[src/rtl/rws_pkg.sv]
package rws_pkg;

   typedef enum logic [1:0] {
      POL_RD  = 2'd0,
      POL_WR  = 2'd1,
      POL_MIX = 2'd2,
      POL_STV = 2'd3
   } pol_e;

endpackage

[src/rtl/rws_age_scan.sv]
module rws_age_scan #(
   parameter int NUM_RD = 8,
   parameter int AGE_W  = 8
) (
   input  logic [NUM_RD*AGE_W-1:0] rd_age,
   input  logic [NUM_RD-1:0]       rd_age_vld,
   input  logic [AGE_W-1:0]        age_lim,
   output logic                    starved
);

   logic [NUM_RD-1:0] over;

   // one comparator per read entry
   for (genvar i = 0; i < NUM_RD; i++) begin : g_ent
      assign over[i] = rd_age_vld[i] && (rd_age[i*AGE_W +: AGE_W] > age_lim);
   end

   assign starved = |over;

endmodule

[src/rtl/rws_policy_fsm.sv]
module rws_policy_fsm
   import rws_pkg::*;
#(
   parameter int CNT_W = 6
) (
   input  logic             clk,
   input  logic             rst_n,
   input  logic             starved,
   input  logic             rd_vld,
   input  logic             wr_vld,
   input  logic [CNT_W-1:0] wr_cnt,
   input  logic [CNT_W-1:0] thr_hi,
   input  logic [CNT_W-1:0] thr_lo,
   output pol_e             state
);

   pol_e nxt;
   logic above_hi, above_lo, both_busy;

   assign above_hi  = wr_cnt > thr_hi;
   assign above_lo  = wr_cnt > thr_lo;
   assign both_busy = rd_vld && wr_vld;

   always_comb begin
      nxt = state;
      if (starved) begin
         nxt = POL_STV;
      end else if (above_hi) begin
         nxt = POL_WR;
      end else begin
         unique case (state)
            POL_RD:  nxt = (both_busy && above_lo) ? POL_MIX : POL_RD;
            POL_WR:  nxt = above_lo ? POL_WR : POL_RD;
            POL_MIX: nxt = (both_busy && above_lo) ? POL_MIX : POL_RD;
            POL_STV: nxt = POL_RD;
            default: nxt = POL_RD;
         endcase
      end
   end

   always_ff @(posedge clk) begin
      if (!rst_n) state <= POL_RD;
      else        state <= nxt;
   end

   AST_STARVE_WINS: assert property (@(posedge clk) disable iff (!rst_n)
      starved |=> state == POL_STV);
   AST_HI_TO_WR: assert property (@(posedge clk) disable iff (!rst_n)
      (!starved && above_hi) |=> state == POL_WR);
   AST_WR_HOLD: assert property (@(posedge clk) disable iff (!rst_n)
      (state == POL_WR && !starved && above_lo) |=> state == POL_WR);
   AST_MIX_EXIT: assert property (@(posedge clk) disable iff (!rst_n)
      (state == POL_MIX && !starved && !above_hi && !both_busy) |=> state == POL_RD);

endmodule

[src/rtl/rws_dir_pick.sv]
module rws_dir_pick
   import rws_pkg::*;
(
   input  logic clk,
   input  logic rst_n,
   input  pol_e state,
   input  logic rd_vld,
   input  logic wr_vld,
   input  logic iss_rdy,
   output logic grant,
   output logic sel_wr
);

   logic last_wr;   // direction of most recent grant
   logic pref_wr;
   logic dir_wr;
   logic can_go;

   always_comb begin
      unique case (state)
         POL_WR:  pref_wr = 1'b1;
         POL_MIX: pref_wr = !last_wr;
         default: pref_wr = 1'b0;
      endcase
   end

   always_comb begin
      if (state == POL_STV) begin
         dir_wr = 1'b0;
         can_go = rd_vld;
      end else begin
         dir_wr = pref_wr ? wr_vld : !rd_vld;
         can_go = rd_vld || wr_vld;
      end
   end

   assign grant  = iss_rdy && can_go;
   assign sel_wr = grant && dir_wr;

   always_ff @(posedge clk) begin
      if (!rst_n)     last_wr <= 1'b1;
      else if (grant) last_wr <= sel_wr;
   end

   AST_GNT_NEEDS_RDY: assert property (@(posedge clk) disable iff (!rst_n)
      grant |-> (iss_rdy && (rd_vld || wr_vld)));
   AST_SEL_IDLE: assert property (@(posedge clk) disable iff (!rst_n)
      !grant |-> !sel_wr);
   AST_STV_READ_ONLY: assert property (@(posedge clk) disable iff (!rst_n)
      (state == POL_STV && grant) |-> !sel_wr);
   AST_RD_FIRST: assert property (@(posedge clk) disable iff (!rst_n)
      (state == POL_RD && grant && rd_vld) |-> !sel_wr);
   AST_WR_FIRST: assert property (@(posedge clk) disable iff (!rst_n)
      (state == POL_WR && grant && wr_vld) |-> sel_wr);

endmodule

[src/rtl/rw_sched.sv]
module rw_sched
   import rws_pkg::*;
#(
   parameter int CNT_W  = 6,
   parameter int NUM_RD = 8,
   parameter int AGE_W  = 8
) (
   input  logic                    clk,
   input  logic                    rst_n,
   input  logic                    rd_vld,
   input  logic                    wr_vld,
   input  logic [CNT_W-1:0]        wr_cnt,
   input  logic [NUM_RD*AGE_W-1:0] rd_age,
   input  logic [NUM_RD-1:0]       rd_age_vld,
   input  logic [CNT_W-1:0]        thr_hi,
   input  logic [CNT_W-1:0]        thr_lo,
   input  logic [AGE_W-1:0]        age_lim,
   input  logic                    iss_rdy,
   output logic                    grant,
   output logic                    sel_wr,
   output logic [1:0]              pol_state
);

   localparam int AGE_BITS = NUM_RD * AGE_W;

   if (CNT_W < 2) begin : g_bad_cnt
      $error("rw_sched: CNT_W must be at least 2");
   end
   if (NUM_RD < 1) begin : g_bad_num
      $error("rw_sched: NUM_RD must be at least 1");
   end
   if (AGE_W < 1 || AGE_BITS > 4096) begin : g_bad_age
      $error("rw_sched: age vector width out of range");
   end

   logic starved;
   pol_e state;

   rws_age_scan #(.NUM_RD(NUM_RD), .AGE_W(AGE_W)) u_scan (
      .rd_age     (rd_age),
      .rd_age_vld (rd_age_vld),
      .age_lim    (age_lim),
      .starved    (starved)
   );

   rws_policy_fsm #(.CNT_W(CNT_W)) u_fsm (
      .clk     (clk),
      .rst_n   (rst_n),
      .starved (starved),
      .rd_vld  (rd_vld),
      .wr_vld  (wr_vld),
      .wr_cnt  (wr_cnt),
      .thr_hi  (thr_hi),
      .thr_lo  (thr_lo),
      .state   (state)
   );

   rws_dir_pick u_pick (
      .clk     (clk),
      .rst_n   (rst_n),
      .state   (state),
      .rd_vld  (rd_vld),
      .wr_vld  (wr_vld),
      .iss_rdy (iss_rdy),
      .grant   (grant),
      .sel_wr  (sel_wr)
   );

   assign pol_state = state;

endmodule

[config.mk]
export PLATFORM = sky130hd
export DESIGN_NAME = rw_sched
export DESIGN_NICKNAME = d
export VERILOG_FILES = /design/src/rtl/rws_pkg.sv /design/src/rtl/rws_age_scan.sv /design/src/rtl/rws_policy_fsm.sv /design/src/rtl/rws_dir_pick.sv /design/src/rtl/rw_sched.sv
export SDC_FILE = /design/constraint.sdc
export NUM_CORES = 1
export LEC_CHECK = 0
export ABC_AREA = 1
export CORE_ASPECT_RATIO = 2
export CORE_MARGIN = 10
export CORE_UTILIZATION = 42
export DETAILED_ROUTE_END_ITERATION = 8
export PLACE_DENSITY_LB_ADDON = 0.15
export SKIP_LAST_GASP = 1
export SYNTH_ARGS = -nofsm -noshare
export SYNTH_HDL_FRONTEND = slang
export SYNTH_SLANG_ARGS = --single-unit
[constraint.sdc]
create_clock -name clk -period 2.4 [get_ports clk]
set_input_delay 0.72 -clock clk [delete_from_list [all_inputs] [get_ports clk]]
set_output_delay 0.72 -clock clk [all_outputs]
set_load 0.1 [all_outputs]
==> impl_metrics.env, run 1 <==
export IMPL_status="finished, final reports clean"
export IMPL_fmax_mhz=420
export IMPL_finalCritPeriodShare=0.993
export IMPL_report_final_slew_viol_count=0
export IMPL_syn_nets=515
export IMPL_rsz0062_at_grt="true"
export IMPL_die_x_um=70.5
export IMPL_crit_path_start_kind="flop"
export IMPL_cp_depth=8
export IMPL_cts_buffers=3
export IMPL_boundaryPins=107
export IMPL_final_common_cell="clkdlybuf4s50_1"
export IMPL_n_fill_cell=388
export IMPL_relSlewSlack=0.769
export IMPL_period_minus_slack_ns=2.38
export IMPL_final_cell_mix="clkdlybuf4s50_1, nand2_1, ha_1"
export IMPL_yosys_warnings=0
export IMPL_netlist_instances=332
export IMPL_dieArea_sq_um=8530
export IMPL_ir_worst_vdd_v=0.000349
export IMPL_seq_area_frac_synth=0.0280
export IMPL_fp_row_count=36
export IMPL_clk_pin_slew_ns=0.03
export IMPL_crit_top_cell="nand2_1"
export IMPL_worstPathArrival_ns=1.66
export IMPL_dr_pass1_iters=4
export IMPL_total_power_uw=883
export IMPL_nets=640
export IMPL_end_kind="output port"
export IMPL_grt_pass1_vias=2679
export IMPL_syn_to_final_growth_pct=71.2
export IMPL_grt_ovfl_total=0
export IMPL_dieHeight_um=121
export IMPL_p_leak_uw=0.00197
export IMPL_dr_first_iter_drc_count=60
export IMPL_grt_pass1_wl_um=11400
export IMPL_setup_viol=0
export IMPL_tightest_slew_ns=0.345
export IMPL_avgViaCountPerCell=4.87
export IMPL_core_area_sq_um=4910
export IMPL_reg2reg_depth=13
export IMPL_ys_ff_latch=3
export IMPL_powerDensity_nw_per_um2=241
export IMPL_routabilityCongestion=0.806
export IMPL_grt_usage=0.155
export IMPL_required_ns=1.68
export IMPL_wl_um=7080
export IMPL_grt_max_degree=9
export IMPL_yosysUniqueCellTypes=20
export IMPL_cts_tree="done"
export IMPL_ant_nets=0
export IMPL_io_buffers=106
export IMPL_min_path_cells=2
export IMPL_wl_per_cell_um=13.7
export IMPL_synth_cell_area_sq_um=2140
export IMPL_finalSetupTns_ns=0
export IMPL_skew_ns=0.00236
export IMPL_crit_chain="inv_4 -> ha_4 -> nand2_1 -> nand2_1 -> nand2_2 -> o211ai_1 -> clkinvlp_4 -> buf_12"
export IMPL_critPathBufInv=3
export IMPL_final_hold_violation_count=0
export IMPL_holdCritPathClass="reg -> reg"
export IMPL_setup_ws_ns=0.0162
export IMPL_antenna_found_initial=0
export IMPL_h_tree_depth=1
export IMPL_drv_cap=0
export IMPL_multiInputGateArea_sq_um=2020
export IMPL_cts_root_buf="clkbuf_8"
export IMPL_clock_sinks=3
export IMPL_cp_slowest_cell="dfxtp_4"
export IMPL_drive_above_1_share=0.154
export IMPL_route_vias_total=2508
export IMPL_avgSynthCellArea_sq_um=6.46
export IMPL_clock_latency_ns=0.21
export IMPL_holdBufCountCts=0
export IMPL_dpl_worst_slack_ns=-0.441
export IMPL_start_util=0.437
export IMPL_dp_hpwl_um=6110
export IMPL_holdWs_ns=0.520
export IMPL_cp_max_fo=4
export IMPL_regArea_sq_um=67.6
export IMPL_critPathMaxStageDelay_ns=0.36
export IMPL_post_route_util=0.747
export IMPL_detail_route_drc_violations=0
export IMPL_crit_family="buffers and inverters"
export IMPL_clockBufferDepth=2
export IMPL_setup_worst_path_class="reg -> out"
-- report_power, final --
group	leakage [uW]	switching (uW)	internal [uW]	total, uW
Combinational	0.00192	321	354	675
Sequential	0.0000260	8.74	56.2	64.9
Clock	0.0000228	30.7	113	144
-- worst register-to-register path, stage by stage, from the launching register on --
cell and delay (ns):
dfxtp_4 0.36, inv_4 0.08, ha_4 0.13, nand2_1 0.05, nand2_1 0.07, nand2_2 0.06
a21oi_1 0.14, o211ai_1 0.18, buf_4 0.18, buf_4 0.12, buf_4 0.12, buf_4 0.12
buf_4 0.12, o211ai_1 0.08
-- flip-flops by register name, indices dropped and copies added (netlist names) --
signal	count
u_fsm.state	2
u_pick.last_wr	1
-- path summary, 6_finish.rpt --
check                                 endpoint  slack [ns]           start
worst min register to register  u_pick.last_wr        0.52  u_pick.last_wr
worst min-delay path            u_pick.last_wr        0.52  u_pick.last_wr
worst max register to register  u_pick.last_wr        0.51  u_fsm.state[0]
worst max-delay path                    sel_wr        0.02  u_fsm.state[0]
-- final cells by class --
cell class / count / share of cell area
timing repair buffer: 120 / 0.325
tap: 57 / 0.0194
sequential: 3 / 0.0184
multi-input combinational: 267 / 0.551
inverter: 62 / 0.0726
antenna: 2 / 0.00136
clock buffer: 4 / 0.0123
-- cell usage after synthesis --
library cell | instances | share of area
nor2_2 | 3 | 0.0088
and2_1 | 1 | 0.0029
nand4_1 | 2 | 0.0058
inv_2 | 1 | 0.0017
o21a_2 | 1 | 0.0041
nor2_1 | 24 | 0.042
o21ai_1 | 2 | 0.0047
o2111a_1 | 1 | 0.0053
a21oi_1 | 24 | 0.056
nand3_1 | 7 | 0.016
o21bai_1 | 4 | 0.014
a21o_1 | 2 | 0.0070
ha_1 | 80 | 0.47
inv_1 | 61 | 0.11
a21boi_0 | 6 | 0.021
a21boi_1 | 1 | 0.0035
nand2_1 | 101 | 0.18
o21a_1 | 6 | 0.021
dfxtp_1 | 3 | 0.028
o211ai_1 | 2 | 0.0070
-- kinds of logic after synthesis --
logic type      after synthesis  share of synthesized area
buf+inv                      62                      0.109
fa+ha+maj                    80                      0.467
flops                         3                     0.0280
simple gates                138                      0.253
compound gates               49                      0.144
-- stage by stage --
step,std cells,instance area (sq um)
floorplan,332,2190
global placement,504,3410
detailed placement,504,3410
CTS,512,3490
global route,513,3660
finish,515,3670
-- layer usage --
layer  vias to the layer above  wire length [um]  part of all wire  global-route usage
li1                       1330                 -                 -                   -
met1                      1095              2550              0.36               0.144
met2                        73              4020              0.57               0.319
met3                        10               372             0.053              0.0344
met4                         0               132             0.019              0.0397
met5                         -                 0                 0                   0
-- timing repair --
action | 4_1_cts | 5_1_grt
gates resized for setup | 13 | 51
endpoints found under the setup margin | 4 | 3
pin swaps | 2 | 20
setup buffers | 4 | 2
Note: power is estimated with default switching activity, not from simulation.
==> run 2, diff against run 1 <==
Settings changed: SLEW_MARGIN from default to 20.
==> results of run 2 <==
The final DEF is identical to that of run 1; final timing and power are the same.
==> run 3, diff against run 2 <==
Settings changed: CORE_MARGIN 10 to default, PLACE_DENSITY_LB_ADDON 0.15 to 0.2.
==> run 3 against run 2 <==
Sequential share of layout area about the same. Non-clock buffer count down 10. Clock skew down 0.00072 ns.
==> impl_metrics.env, run 3 (synthesis results as in run 1) <==
export IMPL_clock_sinks=3
export IMPL_io_buffers=106
export IMPL_start_util=0.441
export IMPL_grt_pass1_vias=2405
export IMPL_dieArea_sq_um=5410
export IMPL_required_ns=1.68
export IMPL_end_kind="output port"
export IMPL_status="finished, final reports clean"
export IMPL_clockBufferDepth=2
export IMPL_dieHeight_um=103
export IMPL_startpoint="u_fsm.state[1]"
export IMPL_wl_um=6140
export IMPL_n_antenna_cell=0
export IMPL_final_cell_mix="nand2_1, clkdlybuf4s50_1, ha_1"
export IMPL_final_common_cell="nand2_1"
export IMPL_post_route_util=0.762
export IMPL_grt_usage=0.220
export IMPL_cts_root_buf="clkbuf_8"
export IMPL_holdCritPathClass="reg -> reg"
export IMPL_dr_first_iter_drc_count=9
export IMPL_h_tree_depth=1
export IMPL_reg2reg_depth=5
export IMPL_nets=630
export IMPL_core_area_sq_um=4860
export IMPL_holdWs_ns=0.518
export IMPL_clock_latency_ns=0.22
export IMPL_setup_viol=0
export IMPL_routabilityCongestion=0.833
export IMPL_crit_path_start_kind="flop"
export IMPL_finalNonFillerCells=503
export IMPL_boundaryPins=107
export IMPL_tightest_slew_ns=0.333
export IMPL_final_hold_violation_count=0
export IMPL_rsz0062_at_grt="true"
export IMPL_period_minus_slack_ns=2.36
export IMPL_ant_nets=0
export IMPL_r2r_end="u_pick.last_wr"
export IMPL_avgViaCountPerCell=4.93
export IMPL_drive_above_1_share=0.137
export IMPL_reg2reg_slack_ns=1.07
export IMPL_relSlewSlack=0.777
export IMPL_grt_max_degree=9
export IMPL_route_vias_total=2481
export IMPL_endpoint="sel_wr"
export IMPL_largest_register="u_fsm.state"
export IMPL_grt_pass1_wl_um=9110
export IMPL_wl_per_cell_um=12.2
export IMPL_antenna_found_initial=0
export IMPL_ir_worst_vdd_v=0.000403
export IMPL_cts_buffers=3
export IMPL_dr_pass1_iters=4
export IMPL_dp_cells=498
export IMPL_fmax_mhz=425
export IMPL_finalCritPeriodShare=0.981
export IMPL_rr_startpoint="u_fsm.state[1]"
export IMPL_reg_top3="u_fsm.state: 2 flops, u_pick.last_wr: 1 flops"
export IMPL_die_x_um=52.5
export IMPL_report_final_slew_viol_count=0
export IMPL_grt_ovfl_total=0
export IMPL_skew_ns=0.00164
export IMPL_p_leak_uw=0.00194
export IMPL_syn_to_final_growth_pct=73.0
export IMPL_clk_pin_slew_ns=0.03
export IMPL_drv_cap=0
export IMPL_powerDensity_nw_per_um2=238
export IMPL_cts_tree="done"
export IMPL_setup_worst_path_class="reg -> out"
export IMPL_dp_hpwl_um=5120
export IMPL_detail_route_drc_violations=0
export IMPL_cp_max_fo=4
export IMPL_fp_row_count=36
export IMPL_worstPathArrival_ns=1.64
export IMPL_largest_reg_flops=2
export IMPL_finalSetupTns_ns=0
==> run 3: layer usage <==
| metal | part of all wire | vias up | track usage |
|---|---|---|---|
| met1 | 0.33 | 1074 | 0.186 |
| li1 | - | 1307 | - |
| met2 | 0.59 | 84 | 0.478 |
| met5 | 0 | - | 0 |
| met3 | 0.048 | 16 | 0.0251 |
| met4 | 0.033 | 0 | 0.0709 |
==> run 3: how the worst min path moves through the flow <==
stage / from / endpoint / cells past startpoint / slack, ns
floorplan: u_pick.last_wr / u_pick.last_wr / 2 / 0.47
global placement: u_pick.last_wr / u_pick.last_wr / 2 / 0.50
detailed placement: u_pick.last_wr / u_pick.last_wr / 2 / 0.51
CTS: u_pick.last_wr / u_pick.last_wr / 2 / 0.52
global route: u_pick.last_wr / u_pick.last_wr / 2 / 0.56
finish: u_pick.last_wr / u_pick.last_wr / 2 / 0.52
==> run 3: repair_timing <==
| action | CTS | global route |
|---|---|---|
| pin swaps | 2 | 7 |
| endpoints found under the setup margin | 4 | 3 |
| gates resized for setup | 12 | 56 |
| setup buffers | 0 | 2 |
| hold buffers | 0 | 0 |
==> run 3: through the flow <==
| step | area [sq um] | setup slack, ns | power, uW |
|---|---|---|---|
| after floorplan | 2190 | -0.107 | 397 |
| after global placement | 3360 | -0.398 | 641 |
| after detailed placement | 3360 | -0.403 | 666 |
| after CTS | 3410 | -0.0316 | 820 |
| after global routing | 3710 | -0.0363 | 976 |
| final | 3710 | 0.0446 | 883 |
==> run 3: worst max-delay path, stage by stage (launching register included) <==
cell and delay (ns):
dfxtp_4 0.39, inv_4 0.06, ha_4 0.26, nand2_2 0.04, o211ai_1 0.31, clkinvlp_4 0.17, buf_12 0.18
==> run 3: area by class of cell <==
class	count	area, sq um
inverters	62	277
well taps	57	71.3
fillers	383	1160
flip-flops and latches	3	67.6
repair buffers	110	1120
clock buffers	4	45.0
multi-input cells	267	2130
==> run 3: where the power goes <==
group          switching [uW]  internal [uW]
Clock                    35.0            113
Combinational             319            349
Sequential               10.1           56.2
Total                     365            519
